[config.mk]
export PLATFORM = sky130hd
export DESIGN_NAME = tmr_gated
export DESIGN_NICKNAME = d
export VERILOG_FILES = /design/src/rtl/tmr_pkg.sv /design/src/rtl/tmr_ctrl.sv /design/src/rtl/tmr_count.sv /design/src/rtl/tmr_gated.sv
export SDC_FILE = /design/constraint.sdc
export NUM_CORES = 1
export LEC_CHECK = 0
export CAP_MARGIN = 0
export CORE_MARGIN = 3
export CORE_UTILIZATION = 51
export CTS_CLUSTER_DIAMETER = 150
export CTS_CLUSTER_SIZE = 28
export DETAILED_ROUTE_END_ITERATION = 6
export PLACE_DENSITY = 0.78
export SYNTH_ARGS = -nofsm -noshare
export SYNTH_HDL_FRONTEND = slang
export SYNTH_HIERARCHICAL = 1
export SYNTH_SLANG_ARGS = --single-unit
[constraint.sdc]
create_clock -name clk -period 3.24 [get_ports clk]
set_input_delay 0.486 -clock clk [delete_from_list [all_inputs] [get_ports clk]]
set_output_delay 0.486 -clock clk [all_outputs]
set_load 0.005 [all_outputs]
[src/rtl/tmr_pkg.sv]
package tmr_pkg;
  typedef enum logic [1:0] {
    M_13     = 2'd0,
    M_16     = 2'd1,
    M_RELOAD = 2'd2,
    M_SPLIT  = 2'd3
  } tmode_e;

  localparam logic [1:0] SEL_MODE = 2'd0;
  localparam logic [1:0] SEL_LO   = 2'd1;
  localparam logic [1:0] SEL_HI   = 2'd2;
  localparam logic [1:0] SEL_RUN  = 2'd3;

  localparam int NIB_W  = 4;
  localparam int B_SRC  = 2;
  localparam int B_GATE = 3;
endpackage

[src/rtl/tmr_ctrl.sv]
module tmr_ctrl
  import tmr_pkg::*;
#(
  parameter int BYTE_W = 8
) (
  input  logic              clk,
  input  logic              rst,
  input  logic              tick,
  input  logic              wr_en,
  input  logic [1:0]        wr_sel,
  input  logic [BYTE_W-1:0] wr_data,
  input  logic              cnt_pin,
  input  logic              gate_pin,
  output logic [NIB_W-1:0]  mode_nib,
  output logic              run_lo,
  output logic              run_hi,
  output logic              step_lo,
  output logic              step_hi
);
  logic pin_smp;
  logic fall, src_ok, gate_ok, hold;

  always_ff @(posedge clk) begin
    if (rst) begin
      mode_nib <= '0;
      run_lo   <= 1'b0;
      run_hi   <= 1'b0;
      pin_smp  <= 1'b0;
    end else begin
      if (wr_en && wr_sel == SEL_MODE) mode_nib <= wr_data[NIB_W-1:0];
      if (wr_en && wr_sel == SEL_RUN) begin
        run_lo <= wr_data[0];
        run_hi <= wr_data[1];
      end
      if (tick) pin_smp <= cnt_pin;
    end
  end

  always_comb begin
    fall    = pin_smp & ~cnt_pin;
    src_ok  = mode_nib[B_SRC] ? fall : 1'b1;
    gate_ok = ~mode_nib[B_GATE] | gate_pin;
    hold    = wr_en && (wr_sel == SEL_LO || wr_sel == SEL_HI);
    step_lo = tick & run_lo & gate_ok & src_ok & ~hold;
    step_hi = tick & run_hi & ~hold;
  end
endmodule

[src/rtl/tmr_count.sv]
module tmr_count
  import tmr_pkg::*;
#(
  parameter int BYTE_W  = 8,
  parameter int PRESC_W = 5
) (
  input  logic              clk,
  input  logic              rst,
  input  tmode_e            mode,
  input  logic              step_lo,
  input  logic              step_hi,
  input  logic              wr_lo,
  input  logic              wr_hi,
  input  logic [BYTE_W-1:0] wr_data,
  input  logic [1:0]        clr,
  output logic [BYTE_W-1:0] lo,
  output logic [BYTE_W-1:0] hi,
  output logic [1:0]        flag
);
  localparam int W16 = 2 * BYTE_W;

  logic [BYTE_W-1:0] lo_n, hi_n;
  logic [W16-1:0]    sum16;
  logic [1:0]        wrap;

  always_comb begin
    lo_n  = lo;
    hi_n  = hi;
    wrap  = 2'b00;
    sum16 = {hi, lo} + W16'(1);
    case (mode)
      M_13: if (step_lo) begin
        if (&lo[PRESC_W-1:0]) begin
          lo_n[PRESC_W-1:0] = '0;
          hi_n    = hi + BYTE_W'(1);
          wrap[0] = &hi;
        end else begin
          lo_n[PRESC_W-1:0] = lo[PRESC_W-1:0] + PRESC_W'(1);
        end
      end
      M_16: if (step_lo) begin
        {hi_n, lo_n} = sum16;
        wrap[0] = &{hi, lo};
      end
      M_RELOAD: if (step_lo) begin
        if (&lo) begin
          lo_n    = hi;
          wrap[0] = 1'b1;
        end else begin
          lo_n = lo + BYTE_W'(1);
        end
      end
      default: begin
        if (step_lo) begin
          lo_n    = lo + BYTE_W'(1);
          wrap[0] = &lo;
        end
        if (step_hi) begin
          hi_n    = hi + BYTE_W'(1);
          wrap[1] = &hi;
        end
      end
    endcase
    if (wr_lo) lo_n = wr_data;
    if (wr_hi) hi_n = wr_data;
  end

  always_ff @(posedge clk) begin
    if (rst) begin
      lo <= '0;
      hi <= '0;
    end else begin
      lo <= lo_n;
      hi <= hi_n;
    end
  end

  for (genvar g = 0; g < 2; g++) begin : g_flag
    always_ff @(posedge clk) begin
      if (rst) flag[g] <= 1'b0;
      else     flag[g] <= wrap[g] | (flag[g] & ~clr[g]);
    end
  end
endmodule

[src/rtl/tmr_gated.sv]
module tmr_gated
  import tmr_pkg::*;
#(
  parameter int BYTE_W  = 8,
  parameter int PRESC_W = 5
) (
  input  logic              clk,
  input  logic              rst,
  input  logic              tick,
  input  logic              wr_en,
  input  logic [1:0]        wr_sel,
  input  logic [BYTE_W-1:0] wr_data,
  input  logic              cnt_pin,
  input  logic              gate_pin,
  input  logic              clr_ovf_lo,
  input  logic              clr_ovf_hi,
  output logic [BYTE_W-1:0] cnt_lo,
  output logic [BYTE_W-1:0] cnt_hi,
  output logic              ovf_lo,
  output logic              ovf_hi
);
  logic [NIB_W-1:0] mode_nib;
  logic             run_lo, run_hi, step_lo, step_hi;
  logic [1:0]       flag;

  tmr_ctrl #(.BYTE_W(BYTE_W)) i_ctrl (
    .clk(clk), .rst(rst), .tick(tick), .wr_en(wr_en), .wr_sel(wr_sel),
    .wr_data(wr_data), .cnt_pin(cnt_pin), .gate_pin(gate_pin),
    .mode_nib(mode_nib), .run_lo(run_lo), .run_hi(run_hi),
    .step_lo(step_lo), .step_hi(step_hi)
  );

  tmr_count #(.BYTE_W(BYTE_W), .PRESC_W(PRESC_W)) i_count (
    .clk(clk), .rst(rst), .mode(tmode_e'(mode_nib[1:0])),
    .step_lo(step_lo), .step_hi(step_hi),
    .wr_lo(wr_en && wr_sel == SEL_LO), .wr_hi(wr_en && wr_sel == SEL_HI),
    .wr_data(wr_data), .clr({clr_ovf_hi, clr_ovf_lo}),
    .lo(cnt_lo), .hi(cnt_hi), .flag(flag)
  );

  assign ovf_lo = flag[0];
  assign ovf_hi = flag[1];
endmodule

==> impl_metrics.json, run 1 <==
{
  "critPathCaptureType": "flip-flop",
  "grt_pass1_vias": 1507,
  "layout_commonest_cell": "clkdlybuf4s50_1",
  "powerDensity_nw_per_um2": 287.5,
  "p_leak_uw": 0.0008078,
  "htreeDepth": 1,
  "worst-path-buf-inv": 3,
  "netlist_area_um2": 1734,
  "dp_hpwl_mm": 3.303,
  "antennaDiodeCount": 0,
  "path_delay_family": "compound AO/OA/AOI/OAI gates",
  "grt.overflow.total": 0,
  "yosysWarnings": 6,
  "cpMaxStageDelayCell": "clkdlybuf4s50_1",
  "clk_pin_slew_ps": 150,
  "cp_cell_sequence": "clkdlybuf4s50_1 > inv_1 > ha_1 > a21bo_1 > a2111oi_2 > buf_4 > nand2_1 > o32ai_2 > nand3_1 > xor2_1 > o31ai_2",
  "dr.first_iter.drc_count": 183,
  "ir_drop_mv": 0.2785,
  "synth_cells": 212,
  "nNetsFinal": 272,
  "cts_buffers": 3,
  "firstDrtPassIters": 4,
  "area_growth_pct": 24.39,
  "avgViaCountPerCell": 5.792,
  "dieArea_um2": 4136,
  "grt_pass1_wl_mm": 7.238,
  "synth_seq_area_share": 0.2886,
  "worst_pin_slew_ps": 779.1,
  "detail_route.drc_violations": 0,
  "drtAntennaViolNets": 0,
  "die_w_um": 64.31,
  "postCtsSetupBuffers": 0,
  "fin_crit_ps": 2773,
  "cp.arrival_ps": 3030,
  "cp_data_required_time_ps": 3490,
  "start_kind": "input port",
  "drive_gt1_frac": 0.09426,
  "slew_headroom": 0.4790,
  "core_area_um2": 3153,
  "antenna_found_initial": 0,
  "via_count": 1668,
  "hold_viol": 0,
  "ctsHoldBuffers": 0,
  "clock_latency_ps": 330,
  "final_cell_mix": "35 x clkdlybuf4s50_1, 25 x dfxtp_1, 22 x a21oi_1",
  "clock.fmax_mhz": 360.6,
  "cts_resized": 0,
  "chipHeight_um": 64.31,
  "setup_viol": 0,
  "yosys_most_used_dff": "dfxtp_1",
  "async_flop_share": 0,
  "initial_core_util": 0.5500,
  "wl_mm": 4.281,
  "port_buffers": 35,
  "grt_max_degree": 19,
  "wl_per_cell_um": 14.86,
  "ioPinCount": 36,
  "power_uw": 620.1,
  "synth_seq_cells": 25,
  "finalMaxSlewViolations": 0,
  "finClkSkew_ps": 2.877,
  "post-route-period-util": 0.8560,
  "hold_class": "flip-flop to flip-flop",
  "synth_edf_count": 0,
  "slowest_delay_ps": 520,
  "cp_max_fo": 10,
  "tns_ps": 0,
  "avgSynthCellArea_um2": 8.180,
  "cts-root-buf": "clkbuf_4",
  "grt_usage": 0.2182,
  "syn_nets": 239,
  "status": "finished clean",
  "yosysUniqueCellTypes": 44,
  "clock-sinks": 25,
  "clock_path_buffers": 2,
  "rows": 20,
  "cts_tree": "built",
  "place_congestion": 0.8841,
  "fin_worst_hold_slack_ps": 525.7,
  "worstSetupPathType": "input port to flip-flop",
  "maxCapViolations": 0,
  "rsz0062_at_grt": "no"
}
==> per-stage QoR <==
stage | area [um^2] | worst slack, ps | util | instances
floorplan | 1734 | 714.3 | - | 212
global placement | 2127 | 178.7 | 0.6746 | 284
detailed placement | 2127 | 120.1 | 0.6746 | 284
CTS | 2157 | 478.6 | 0.6841 | 288
global route | 2157 | 257.3 | 0.6841 | 288
finish | 2157 | 466.7 | 0.6841 | 288
==> metal layers <==
metal / GRT usage / vias up / wire length (um)
met5: 0 / - / 0
met4: 0.05541 / 0 / 43
met3: 0.03339 / 6 / 180
met2: 0.3351 / 45 / 2009
met1: 0.3169 / 786 / 2047
li1: - / 831 / -
==> worst paths after layout <==
path / slack (ps) / cells after the start / to / startpoint
min reg2reg: 530 / 2 / i_ctrl/pin_smp / i_ctrl/pin_smp
max: 470 / 11 / i_count/hi[5] / wr_sel[0]
min: 530 / 2 / i_ctrl/pin_smp / i_ctrl/pin_smp
max reg2reg: 1170 / 8 / i_count/hi[5] / i_ctrl/pin_smp
==> logic make-up after synthesis <==
family                     count (synthesis)  share of synthesized area
muxes                                      2                    0.01154
xor gates and xnor gates                  12                    0.06061
adders and majority gates                  9                    0.06494
and+or+nand+nor                           68                     0.2121
DFF                                       25                     0.2886
buffers and inverters                     30                    0.06565
AOI/OAI and AO/OA                         66                     0.2965
==> final cells by class <==
cell class | instances | area, um^2
Fill cell | 274 | 996.0
Tap cell | 44 | 55.05
Sequential cell | 25 | 500.5
Timing Repair Buffer | 39 | 380.4
Clock inverter | 1 | 7.507
Multi-Input combinational cell | 157 | 1120
Clock buffer | 3 | 22.52
Inverter | 19 | 71.32
==> synthesized netlist by cell type, types with 2 or more instances <==
library cell  number  share of area
dfxtp_1           25           0.29
a21oi_1           22          0.063
inv_1             19          0.041
nor2_1            19          0.041
nand3_1           16          0.046
clkbuf_1           9          0.019
ha_1               9          0.065
xnor2_1            8          0.040
a21bo_2            6          0.035
nand2_1            6          0.013
o21a_1             6          0.026
a2111oi_2          5          0.043
a221oi_1           5          0.025
nand2b_1           5          0.018
and3_1             4          0.014
nor3_1             4          0.012
o31ai_1            4          0.017
xor2_1             4          0.020
o21ai_1            3         0.0087
a2bb2oi_1          2          0.010
a32oi_1            2          0.010
and3b_1            2          0.010
mux2i_1            2          0.012
nand3b_1           2         0.0087
nand4_1            2         0.0072
nor2b_1            2         0.0072
o21bai_1           2         0.0087
==> power breakdown <==
group          leakage [uW]  total (uW)  internal [uW]  switching, uW
combinational      0.000590         127           70.0           57.1
sequential         0.000204         341            321           20.3
clock             0.0000139         152           47.3            104
total              0.000808         620            438            182
==> worst reg2reg max path: stages (launching register included) <==
cell       delay, ps
dfxtp_1          360
nand2b_1          80
a2111oi_2        350
buf_4            220
nand2_1           90
o32ai_2          390
nand3_1          160
xor2_1           180
o31ai_2          160
==> flip-flops by register name (all words and copies together), names as in the netlist <==
register         cells
i_count/lo           8
i_count/flag         2
i_ctrl/mode_nib      4
i_count/hi           8
i_ctrl/run_lo        1
i_ctrl/run_hi        1
i_ctrl/pin_smp       1
Note: power is estimated with default switching activity, not from simulation.
==> run 2: changes to the inputs <==
- CTS_CLUSTER_SIZE: 28 -> not set
- GPL_TIMING_DRIVEN: not set -> 0
- MAX_ROUTING_LAYER: not set -> met4
==> impl_metrics.json, run 2 (synthesis gave the netlist of run 1 again) <==
{
  "dpl.cell_count": 291,
  "regToRegStartpoint": "i_ctrl/mode_nib[3]",
  "cp_data_required_time_ps": 3480,
  "cts_buffers": 3,
  "cts_tree": "built",
  "critPathCaptureType": "flip-flop",
  "hold_end": "i_count/flag[1]",
  "die_w_um": 64.31,
  "min-delay-start": "i_count/flag[1]",
  "maxCapViolations": 0,
  "wl_mm": 4.369,
  "ir_drop_mv": 0.2532,
  "status": "finished clean",
  "swShare": 0.2881,
  "r2r_slack_ps": 1040,
  "cts-root-buf": "clkbuf_4",
  "seq_power_share": 0.556,
  "finClkSkew_ps": 9.977,
  "htreeDepth": 1,
  "clkPwrFrac": 0.237,
  "dp_hpwl_mm": 3.404,
  "post-route-period-util": 0.9057,
  "top_regs": "i_count/hi x8, i_count/lo x8, i_ctrl/mode_nib x4",
  "grt_usage": 0.2398,
  "core_area_um2": 3153,
  "antennaDiodeCount": 0,
  "hold-path-cell-count": 2,
  "start_kind": "input port",
  "finalMaxSlewViolations": 0,
  "ioPinCount": 36,
  "cp.arrival_ps": 3180,
  "clock.fmax_mhz": 340.8,
  "port_buffers": 35,
  "rsz0062_at_grt": "no",
  "clk_pin_slew_ps": 150,
  "hold_viol": 0,
  "drtAntennaViolNets": 0,
  "worst_pin_slew_ps": 564.7,
  "avgViaCountPerCell": 5.739,
  "clock-sinks": 25,
  "antenna_found_initial": 0,
  "slew_headroom": 0.6236,
  "nNetsFinal": 279,
  "ctsHoldBuffers": 0,
  "via_count": 1693,
  "fillers": 266,
  "grt.overflow.total": 0,
  "drive_gt1_frac": 0.08367,
  "wl_per_cell_um": 14.81,
  "place_congestion": 0.9093,
  "layout_commonest_cell": "clkdlybuf4s50_1",
  "worstSetupPathType": "input port to flip-flop",
  "netSwitchingPower_uw": 176.6,
  "final_cell_mix": "35 x clkdlybuf4s50_1, 25 x dfxtp_1, 22 x a21oi_1",
  "detail_route.drc_violations": 0,
  "hold_class": "flip-flop to flip-flop",
  "reg2reg_depth": 8,
  "chipHeight_um": 64.31,
  "reg2reg_to": "i_count/hi[2]",
  "cp_max_fo": 10,
  "dr.first_iter.drc_count": 101,
  "firstDrtPassIters": 4,
  "rows": 20,
  "grt_max_degree": 15,
  "powerDensity_nw_per_um2": 282.7,
  "grt_pass1_wl_mm": 7.748,
  "p_leak_uw": 0.0008104,
  "p_comb_frac": 0.207,
  "fin_crit_ps": 2934,
  "clock_path_buffers": 2,
  "placed_cell_area_um2": 2140,
  "fin_area_um2": 2168,
  "area_growth_pct": 25.04,
  "clock_latency_ps": 330,
  "initial_core_util": 0.5500,
  "intPower_uw": 436.4,
  "setup_viol": 0,
  "grt_pass1_vias": 1644,
  "dieArea_um2": 4136,
  "layoutNonFillerInstCount": 295
}
run 2: changes by cell type in the layout (fill, tap and decap cells not counted):
cell,previous run,this run
buf_1,0,1
buf_2,0,1
buf_4,4,0
clkbuf_1,0,8
clkbuf_2,0,1
clkinv_2,0,1
clkinvlp_4,1,0
run 2: power groups by stage:
stage | combinational [uW] | clock (uW) | sequential (uW)
finish | 127 | 145 | 341
global route | 140 | 159 | 343
CTS | 127 | 150 | 341
detailed placement | 126 | 0 | 348
global placement | 125 | 0 | 348
floorplan | 66.6 | 0 | 344
run 2: worst max path at each step:
stage / cells after the start / from / end / slack, ps
after floorplan: 10 / wr_sel[0] / i_count/hi[6] / 710
after CTS: 11 / wr_sel[0] / i_count/hi[2] / 170
after global routing: 11 / wr_sel[0] / i_count/hi[2] / 70
after detailed placement: 11 / wr_sel[0] / i_count/hi[2] / -180
final: 11 / wr_sel[0] / i_count/hi[2] / 310
after global placement: 11 / wr_sel[0] / i_count/hi[3] / -150
run 2: layout make-up:
| cell class | instances | area [um^2] | share of cell area |
|---|---|---|---|
| multi-input combinational | 157 | 1120 | 0.5164 |
| sequential | 25 | 500.5 | 0.2308 |
| timing repair buffer | 35 | 350.3 | 0.1616 |
| inverter | 19 | 71.32 | 0.03289 |
| tap | 44 | 55.05 | 0.02539 |
| buffer | 11 | 43.79 | 0.02020 |
| clock buffer | 3 | 22.52 | 0.01039 |
| clock inverter | 1 | 5.005 | 0.002308 |
run 2: metrics by stage:
step | worst slack, ps | utilization | hold WS [ps] | setup TNS [ps] | total power, uW
3_3_place_gp | -146.3 | 0.6786 | 475.9 | -877.6 | 472.4
5_1_grt | 68.16 | 0.6877 | 550.1 | 0 | 642.5
3_5_place_dp | -180.3 | 0.6786 | 486.8 | -1005 | 473.9
4_1_cts | 172.5 | 0.6873 | 530.8 | 0 | 618.2
2_1_floorplan | 714.3 | - | 461.5 | 0 | 410.3
6_report | 305.6 | 0.6877 | 513.6 | 0 | 613.0
run 2: worst max-delay path: stages:
cell and delay [ps]:
clkdlybuf4s50_1 530, inv_1 60, ha_1 280, a21bo_1 190, a2111oi_2 270, clkbuf_2 290
nand2_1 120, o32ai_2 430, nand3_1 160, xnor2_1 170, o21a_1 180
run 2: metal layers:
| layer | share of wire | global-route usage | vias up |
|---|---|---|---|
| met2 | 0.47 | 0.3789 | 71 |
| met4 | 0.0043 | 0.06596 | 0 |
| met3 | 0.083 | 0.05272 | 2 |
| met5 | 0 | - | - |
| li1 | - | - | 846 |
| met1 | 0.45 | 0.3090 | 774 |
run 2: what timing repair did:
action,in CTS,in global routing
gates resized for setup,0,2
setup endpoints to repair,0,7
setup buffers,0,0
==> run 3: changes to the inputs <==
- CORE_UTILIZATION: 51 -> 46
- PLACE_DENSITY: 0.78 -> 0.74
- clock period: 3.24 -> 2.6 ns (I/O delays scaled with it)
==> impl_metrics.json, run 3 (synthesis gave the netlist of run 1 again) <==
{
  "port_buffers": 35,
  "finClkSkew_ps": 3.941,
  "drtAntennaViolNets": 0,
  "grt_pass1_wl_mm": 7.790,
  "area_growth_pct": 28.72,
  "clock_path_buffers": 2,
  "dr.first_iter.drc_count": 134,
  "final_cell_mix": "33 x clkdlybuf4s50_1, 25 x dfxtp_1, 22 x a21oi_1",
  "multi_input_area_um2": 1151,
  "hold_class": "flip-flop to flip-flop",
  "via_count": 1695,
  "maxCapViolations": 0,
  "worstSetupPathType": "input port to flip-flop",
  "clock_latency_ps": 270,
  "ioPinCount": 36,
  "initial_core_util": 0.4962,
  "grt_usage": 0.2308,
  "drive_gt1_frac": 0.09881,
  "powerDensity_nw_per_um2": 369.0,
  "place_congestion": 0.8854,
  "antennaDiodeCount": 0,
  "detail_route.drc_violations": 0,
  "hold_viol": 0,
  "power_uw": 823.6,
  "slew_headroom": 0.6078,
  "seqCellArea_um2": 500.5,
  "cp_data_required_time_ps": 2780,
  "clk_pin_slew_ps": 90,
  "post-route-period-util": 0.9260,
  "finalMaxSlewViolations": 0,
  "core_area_um2": 3495,
  "fillers": 318,
  "chipHeight_um": 67.40,
  "cp_max_fo": 6,
  "critPathCaptureType": "flip-flop",
  "dp_hpwl_mm": 3.434,
  "grt_pass1_vias": 1598,
  "nNetsFinal": 281,
  "antenna_found_initial": 0,
  "cp.arrival_ps": 2580,
  "setup_viol": 0,
  "cts_buffers": 3,
  "wl_per_cell_um": 15.35,
  "clock-sinks": 25,
  "placed_cell_area_um2": 2142,
  "avgViaCountPerCell": 5.669,
  "start_kind": "input port",
  "layout_commonest_cell": "clkdlybuf4s50_1",
  "grt.overflow.total": 0,
  "wl_mm": 4.589,
  "worst_pin_slew_ps": 588.3,
  "clock.fmax_mhz": 415.3,
  "fin_area_um2": 2232,
  "p_leak_uw": 0.0008292,
  "grt_max_degree": 14,
  "rsz0062_at_grt": "no",
  "rows": 21,
  "htreeDepth": 1,
  "fin_worst_hold_slack_ps": 512.5,
  "firstDrtPassIters": 4,
  "die_w_um": 67.40,
  "status": "finished clean",
  "top_regs": "i_count/hi x8, i_count/lo x8, i_ctrl/mode_nib x4",
  "fin_crit_ps": 2408,
  "dieArea_um2": 4543,
  "ir_drop_mv": 0.3591,
  "cts-root-buf": "clkbuf_8",
  "cts_tree": "built"
}
## run 3: cell count changes in the layout (fill, tap and decap cells not counted), sizes merged
cell / change
clkinv: -1
clkdlybuf4s50: -2
buf: +3
clkdlybuf4s15: +1
clkbuf: +1
## run 3: per-layer routing
metal / vias to the layer above / global-route usage / wire length, um
li1: 847 / - / -
met1: 799 / 0.3198 / 2207
met2: 45 / 0.3472 / 2122
met3: 4 / 0.04493 / 229
met4: 0 / 0.05063 / 29
met5: - / - / 0
## run 3: path summary, 6_finish.rpt
check | start | endpoint | slack, ps | cells after the start
worst max register to register | i_ctrl/mode_nib[0] | i_count/hi[6] | 460 | 8
worst min register to register | i_ctrl/pin_smp | i_ctrl/pin_smp | 510 | 2
worst max-delay path | wr_en | i_count/hi[3] | 190 | 9
worst min-delay path | i_ctrl/pin_smp | i_ctrl/pin_smp | 510 | 2
## run 3: repair_timing
item | 4_1_cts | 5_1_grt
setup endpoints to repair | 14 | 8
cloned | 0 | 0
gates resized for setup | 5 | 7
hold buffers | 0 | 0
buffers inserted | 1 | 1
pin swaps | 2 | 2
## run 3: final cells by class
class | instances | area share
Multi-Input combinational cell | 157 | 0.5157
Sequential cell | 25 | 0.2242
Timing Repair Buffer | 37 | 0.1614
Inverter | 19 | 0.03195
Tap cell | 46 | 0.02578
Buffer | 11 | 0.02074
Clock buffer | 4 | 0.02018
## run 3: metrics by stage
step | setup TNS, ps | utilization | instances | setup WS (ps)
2_1_floorplan | 0 | - | 212 | 170.3
3_3_place_gp | -7710 | 0.6130 | 293 | -676.3
3_5_place_dp | -8373 | 0.6130 | 293 | -725.1
4_1_cts | 0 | 0.6316 | 298 | 119.1
5_1_grt | 0 | 0.6387 | 299 | 17.58
6_report | 0 | 0.6387 | 299 | 192.3
## run 3: power by group
| part | switching, uW | internal [uW] |
|---|---|---|
| clock network | 128 | 110 |
| registers | 25.9 | 400 |
| logic | 74.5 | 86.3 |
| total | 228 | 596 |
## run 3: worst max-delay path, cell delays in order
cell and delay (ps):
clkdlybuf4s50_1 490, a21bo_1 270, a2111oi_4 270, buf_4 170
nand2_1 100, o32ai_4 400, nand3b_1 160, xnor2_1 160
o21a_1 170
